**src/rtl/dbg_route_pkg.sv**
```systemverilog
package dbg_route_pkg;
  parameter int CTRL_W = 64;

  localparam int BIT_STEP  = 9;
  localparam int BIT_STALL = 8;
  localparam int BIT_SUSP  = 7;
  localparam int BIT_TSW   = 6;
  localparam int BIT_CACHE = 5;
  localparam int BIT_ICE   = 4;
  localparam int BIT_DEXC  = 3;
  localparam int BIT_PIN   = 2;

  localparam int NUM_SRC = 5;

  typedef struct packed {
    logic step;
    logic stall;
    logic susp;
    logic tsw;
    logic cache;
    logic ice;
    logic dexc;
    logic pin;
  } ctrl_fields_t;

  typedef enum logic [2:0] {
    SRC_STEP = 3'd0,
    SRC_ICE  = 3'd1,
    SRC_DEXC = 3'd2,
    SRC_TSW  = 3'd3,
    SRC_PIN  = 3'd4
  } src_idx_e;
endpackage

```
**src/rtl/dbg_ctrl_reg.sv**
```systemverilog
module dbg_ctrl_reg
  import dbg_route_pkg::*;
#(
  parameter int W = CTRL_W
) (
  input  logic         clk,
  input  logic         rst_n,
  input  logic         sel_i,
  input  logic         we_i,
  input  logic [W-1:0] wdata_i,
  output logic [W-1:0] rdata_o,
  output logic [W-1:0] ctrl_o
);
  logic [W-1:0] ctrl_q;
  logic [W-1:0] rd_q;

  always_ff @(posedge clk) begin
    if (!rst_n) begin
      ctrl_q <= '0;
      rd_q   <= '0;
    end else if (sel_i) begin
      if (we_i) ctrl_q <= wdata_i;
      else      rd_q   <= ctrl_q;
    end
  end

  assign ctrl_o  = ctrl_q;
  assign rdata_o = rd_q;
endmodule

```
**src/rtl/dbg_event_router.sv**
```systemverilog
module dbg_event_router
  import dbg_route_pkg::*;
(
  input  ctrl_fields_t cf_i,
  input  logic         in_dbg_i,
  input  logic         retire_i,
  input  logic         icebp_i,
  input  logic         dbg_exc_i,
  input  logic         ts_fault_i,
  input  logic         ext_dbg_i,
  output logic         dmi_o,
  output logic         stall_o,
  output logic         exc_pass_o
);
  logic [NUM_SRC-1:0] evt;
  logic [NUM_SRC-1:0] en;
  logic [NUM_SRC-1:0] routed;
  logic               any_hit;

  always_comb begin
    evt = '0;
    en  = '0;
    evt[SRC_STEP] = retire_i;    en[SRC_STEP] = cf_i.step;
    evt[SRC_ICE]  = icebp_i;     en[SRC_ICE]  = cf_i.ice;
    evt[SRC_DEXC] = dbg_exc_i;   en[SRC_DEXC] = cf_i.dexc;
    evt[SRC_TSW]  = ts_fault_i;  en[SRC_TSW]  = cf_i.tsw;
    evt[SRC_PIN]  = ext_dbg_i;   en[SRC_PIN]  = cf_i.pin;
  end

  for (genvar g = 0; g < NUM_SRC; g++) begin : g_src
    assign routed[g] = evt[g] & en[g] & ~in_dbg_i;
  end

  assign any_hit = |routed;
  assign dmi_o   = any_hit & ~cf_i.stall;
  assign stall_o = any_hit &  cf_i.stall;

  assign exc_pass_o = (dbg_exc_i  & ~routed[SRC_DEXC]) |
                      (ts_fault_i & ~routed[SRC_TSW]);
endmodule

```
**src/rtl/dbg_mode_ctl.sv**
```systemverilog
module dbg_mode_ctl
  import dbg_route_pkg::*;
(
  input  logic clk,
  input  logic rst_n,
  input  logic dmi_i,
  input  logic resume_i,
  input  logic susp_bit_i,
  input  logic cache_bit_i,
  output logic in_dbg_o,
  output logic susp_o,
  output logic cache_dis_o,
  output logic nowt_o
);
  logic in_dbg_q;
  logic entry_q;

  always_ff @(posedge clk) begin
    if (!rst_n) begin
      in_dbg_q <= 1'b0;
      entry_q  <= 1'b0;
    end else begin
      entry_q <= dmi_i & ~in_dbg_q;
      if (dmi_i)         in_dbg_q <= 1'b1;
      else if (resume_i) in_dbg_q <= 1'b0;
    end
  end

  assign in_dbg_o    = in_dbg_q;
  assign susp_o      = in_dbg_q & susp_bit_i;
  assign cache_dis_o = entry_q & cache_bit_i;
  assign nowt_o      = entry_q & cache_bit_i;
endmodule

```
**src/rtl/dbg_route_top.sv**
```systemverilog
module dbg_route_top
  import dbg_route_pkg::*;
(
  input  logic              clk,
  input  logic              rst_n,
  input  logic              cfg_sel_i,
  input  logic              cfg_we_i,
  input  logic [CTRL_W-1:0] cfg_wdata_i,
  output logic [CTRL_W-1:0] cfg_rdata_o,
  input  logic              retire_i,
  input  logic              icebp_i,
  input  logic              dbg_exc_i,
  input  logic              ts_fault_i,
  input  logic              ext_dbg_i,
  input  logic              resume_i,
  output logic              dmi_req_o,
  output logic              stall_req_o,
  output logic              exc_pass_o,
  output logic              susp_en_o,
  output logic              dbg_mode_o,
  output logic              cache_dis_o,
  output logic              nowt_o
);
  logic [CTRL_W-1:0] ctrl_w;
  ctrl_fields_t      cf;
  logic              in_dbg;
  logic              dmi;

  dbg_ctrl_reg #(.W(CTRL_W)) u_reg (
    .clk(clk), .rst_n(rst_n), .sel_i(cfg_sel_i), .we_i(cfg_we_i),
    .wdata_i(cfg_wdata_i), .rdata_o(cfg_rdata_o), .ctrl_o(ctrl_w)
  );

  assign cf = '{step:  ctrl_w[BIT_STEP],  stall: ctrl_w[BIT_STALL],
                susp:  ctrl_w[BIT_SUSP],  tsw:   ctrl_w[BIT_TSW],
                cache: ctrl_w[BIT_CACHE], ice:   ctrl_w[BIT_ICE],
                dexc:  ctrl_w[BIT_DEXC],  pin:   ctrl_w[BIT_PIN]};

  dbg_event_router u_route (
    .cf_i(cf), .in_dbg_i(in_dbg), .retire_i(retire_i), .icebp_i(icebp_i),
    .dbg_exc_i(dbg_exc_i), .ts_fault_i(ts_fault_i), .ext_dbg_i(ext_dbg_i),
    .dmi_o(dmi), .stall_o(stall_req_o), .exc_pass_o(exc_pass_o)
  );

  dbg_mode_ctl u_mode (
    .clk(clk), .rst_n(rst_n), .dmi_i(dmi), .resume_i(resume_i),
    .susp_bit_i(cf.susp), .cache_bit_i(cf.cache), .in_dbg_o(in_dbg),
    .susp_o(susp_en_o), .cache_dis_o(cache_dis_o), .nowt_o(nowt_o)
  );

  assign dmi_req_o  = dmi;
  assign dbg_mode_o = in_dbg;
endmodule

```
**config.mk**
```make
export PLATFORM = sky130hd
export DESIGN_NAME = dbg_route_top
export DESIGN_NICKNAME = d
export VERILOG_FILES = /design/src/rtl/dbg_route_pkg.sv /design/src/rtl/dbg_ctrl_reg.sv /design/src/rtl/dbg_event_router.sv /design/src/rtl/dbg_mode_ctl.sv /design/src/rtl/dbg_route_top.sv
export SDC_FILE = /design/constraint.sdc
export NUM_CORES = 1
export LEC_CHECK = 0
export ABC_AREA = 1
export CAP_MARGIN = 5
export CORE_MARGIN = 3
export CORE_UTILIZATION = 40
export CTS_BUF_LIST = sky130_fd_sc_hd__clkbuf_8
export CTS_CLUSTER_SIZE = 8
export DETAILED_ROUTE_END_ITERATION = 6
export PLACE_DENSITY = 0.73
export RECOVER_POWER = 25
export SETUP_SLACK_MARGIN = 0.3
export SYNTH_ARGS = -nofsm -noshare
export SYNTH_HDL_FRONTEND = slang
export SYNTH_SLANG_ARGS = --single-unit
```
**constraint.sdc**
```tcl
create_clock -name clk -period 0.8 [get_ports clk]
set_input_delay 0.12 -clock clk [delete_from_list [all_inputs] [get_ports clk]]
set_output_delay 0.12 -clock clk [all_outputs]
set_load 0.05 [all_outputs]
```
==> impl_results.md <==
- Result of the run: complete, but fails checks
- Violated checks: setup timing
- Maximum fanout encountered on the critical timing path: 2
- Placed Cells: 861
- Leakage power: 4.16 nW
- Final worst-path cycle share: 200%
- Number of cells produced by synthesis: 586
- Number of global-route vias before repair: 5,180
- Hold wc startpoint: rst_n
- Initial DRC Count: 454
- Vias after detailed routing: 5,650
- Total number of nets in the final design: 897
- Critical Path Start: u_reg.ctrl_o[6]$_SDFFE_PN0P_
- MaxCap Viol Count: 0
- Max IR drop VDD: 1330 uV
- Number of CTS-inserted buffers: 17
- Portion of total power attributed to the clock network: 31.7%
- Final design area excluding fillers: 10,400 um2
- Detailed route wirelength on metal2: 12,900 um
- Path type of the worst min-delay path: input port to flop
- Cell repeated most along the worst path: nand2_2
- Power dissipated by switching net loads: 6.23 mW
- Cells traversed along the worst timing path: nand2_2, nor2_4, nor2_4, nand2_2, nand2_2, inv_2, buf_12
- Minimum setup slack in the final design: -800 ps
- Number of distinct library cells after synthesis: 15
- First-pass GRT wire length: 27,700 um
- Total die area: 12,900 um2
- RePlAce Congestion: 0.788
- Most common cell after layout, fill and taps aside: nor2_1
- Seq cells post-synth: 130
- Row count: 38
- Crit Reg-Reg Startpoint: u_reg.ctrl_o[6]$_SDFFE_PN0P_
- Overall track demand over capacity in global routing: 27.7%
- Post-synth design cell area: 4620 um2
- Final Power: 18.7 mW
- Leading area contributor after synthesis: dfxtp_1
- Transition at the pin with the smallest max-transition slack: 316 ps
- Pin count of the biggest net entering global routing: 37
- # DRC: 0
- Post-detailed-route wirelength per cell: 26.1 um
- Boundary Pins: 145
- Top post-synthesis cells by area: dfxtp_1 (56%), nor2_1 (21%), o21ai_0 (7.0%)
- Initial antenna violation count: 0
- Met3 routed wirelength: 1800 um
- Die span in x: 113 um
- Number of levels the H-tree was split into: 4
- Synth top area share: 56.3%
- Arrival @ worst endpoint: 1480 ps
- Uppermost routed layer: met4
- Total negative setup slack: -30,110 ps
- Post-detailed-placement half-perimeter wirelength: 9010 um
- Crit path launch type: flop
- Non-Filler Instances: 976
- Port Buffers: 144
- YS warnings: 0
- Worst endpoint required time: 680 ps
- Routed wire length: 25,500 um
- Critical Path Sink Type: output port
- Maximum clock frequency: 0.625 GHz
- Die span in y: 113 um
- Crit path max-delay cell type: dfxtp_2
- Count of filler cells inserted in the layout: 276
- Ratio of cells with drive above 1 in the final layout: 65.9%
- PwrDens: 1790 nW/um2
- Remaining global-route overflow: 0
- Max-slew violation count: 0
- Logic gate share of total power: 28.6%
- Sw Ratio: 33.3%
- Rel. slew slack: 78.7%
- Antenna cell count: 0
- Total cell area at the placement stage: 7350 um2
- Total internal power: 12.5 mW
- Mean cell area of the mapped netlist: 7.89 um2
- Iteration count of the initial detailed-routing pass: 5
- Clock input transition at the sequential cells of the worst setup and hold paths: 90 ps
- CTS tree: done
- Final core utilization: 94.0%
- Sequential Area: 2880 um2
- Source-to-sink clock delay at the later pin of the worst-skew pair: 440 ps
- Multi-input gate area: 2900 um2
- Longest individual stage delay on the worst path: 340 ps
- Number of clock sinks: 130
- Core area: 11,100 um2
- Unrepaired setup endpoints after global routing: yes
- Starting density of the core: 41.7%
- Sequential element share of the synthesized area: 56.3%
- Clk root buf: clkbuf_8
- Shortest clock period the worst path allows after layout: 1600 ps
- Part of the power in registers: 39.7%
- Detail-routed via count per cell: 5.79
- Leading cell types in the layout, fill and taps excluded: nor2_1 (148), buf_12 (95), o21ai_2 (89)
- Startpoint-to-endpoint class of the critical path: flop to output port
- Routed metal-1 wirelength: 9110 um
- Hold Buf Count CTS: 0
- Final setup skew: 14.6 ps
- Detail Route Antenna Nets: 0
- Synthesis-to-finish area growth: 125%
- Maximum clock path buffer count: 2
- Final hold viol count: 0
- Final setup viols: 182
- Net Count, Synth: 660
-- routing by layer --
layer	vias to the layer above	GRT usage (%)
li1	2372	-
met1	2755	31.6
met2	395	51.2
met3	128	4.62
met4	0	11.1
met5	-	0
-- per-stage QoR --
stage                     setup WS [ps]  hold slack [ps]
after floorplan                    -343              266
after global placement             -614              450
after detailed placement           -651              469
after global routing               -831              183
after CTS                          -697              163
final                              -800              192
-- final cells by class --
type / instances / area share (%)
clock inverters: 13 / 1.32
inverters: 9 / 0.949
well taps: 140 / 1.68
repair inverters: 1 / 0.192
multi-input cells: 406 / 27.8
clock buffers: 19 / 2.51
flip-flops and latches: 130 / 27.7
repair buffers: 258 / 37.9
-- synth_stat cells --
master and instances:
nand3_1 2, buf_1 1, nor2_4 1, clkbuf_1 11
o21ai_1 65, o21ai_0 65, buf_4 8, buf_6 12
nand2_1 14, nor2_1 256, dfxtp_1 130, inv_1 6
inv_2 3, a21oi_1 3, buf_2 9
-- power groups by stage --
stage / sequential, mW / clock [mW] / combinational (mW)
after floorplan: 7.90 / 0 / 1.05
after global placement: 7.30 / 0 / 3.29
after detailed placement: 7.32 / 0 / 3.35
after CTS: 7.25 / 5.56 / 4.23
after global routing: 7.45 / 6.12 / 5.48
final: 7.42 / 5.93 / 5.34
-- cells by family after synthesis --
group / share of synthesized area (%)
and+or+nand+nor: 22.4
AOI/OAI and AO/OA: 14.4
DFF: 56.3
buffers and inverters: 6.90
-- state kept, by name, indices dropped and copies added, names as in the netlist --
| register | flops |
|---|---|
| u_mode.entry_q | 1 |
| u_mode.in_dbg_o | 1 |
| u_reg.ctrl_o | 64 |
| u_reg.rdata_o | 64 |
-- worst max-delay path: cells and delay by family (launching register included) --
| kind | cells | cell delay, ps |
|---|---|---|
| buffers and inverters | 2 | 190 |
| and+or+nand+nor | 5 | 510 |
| DFF | 1 | 340 |
-- timing repair --
item,CTS,global route
buffers inserted,21,36
resized for setup,234,214
cloned,19,7
endpoints found under the setup margin,201,201
pin swaps,118,99
-- path summary, 6_finish.rpt --
| path | cells past startpoint | end | slack [ps] |
|---|---|---|---|
| max | 7 | dmi_req_o | -800 |
| min | 4 | u_reg.rdata_o[59]$_SDFFE_PN0P_ | 190 |
| max reg2reg | 9 | u_mode.in_dbg_o$_SDFFE_PN0P_ | -570 |
| min reg2reg | 2 | u_reg.rdata_o[57]$_SDFFE_PN0P_ | 500 |
Note: power is estimated with default switching activity, not from simulation.
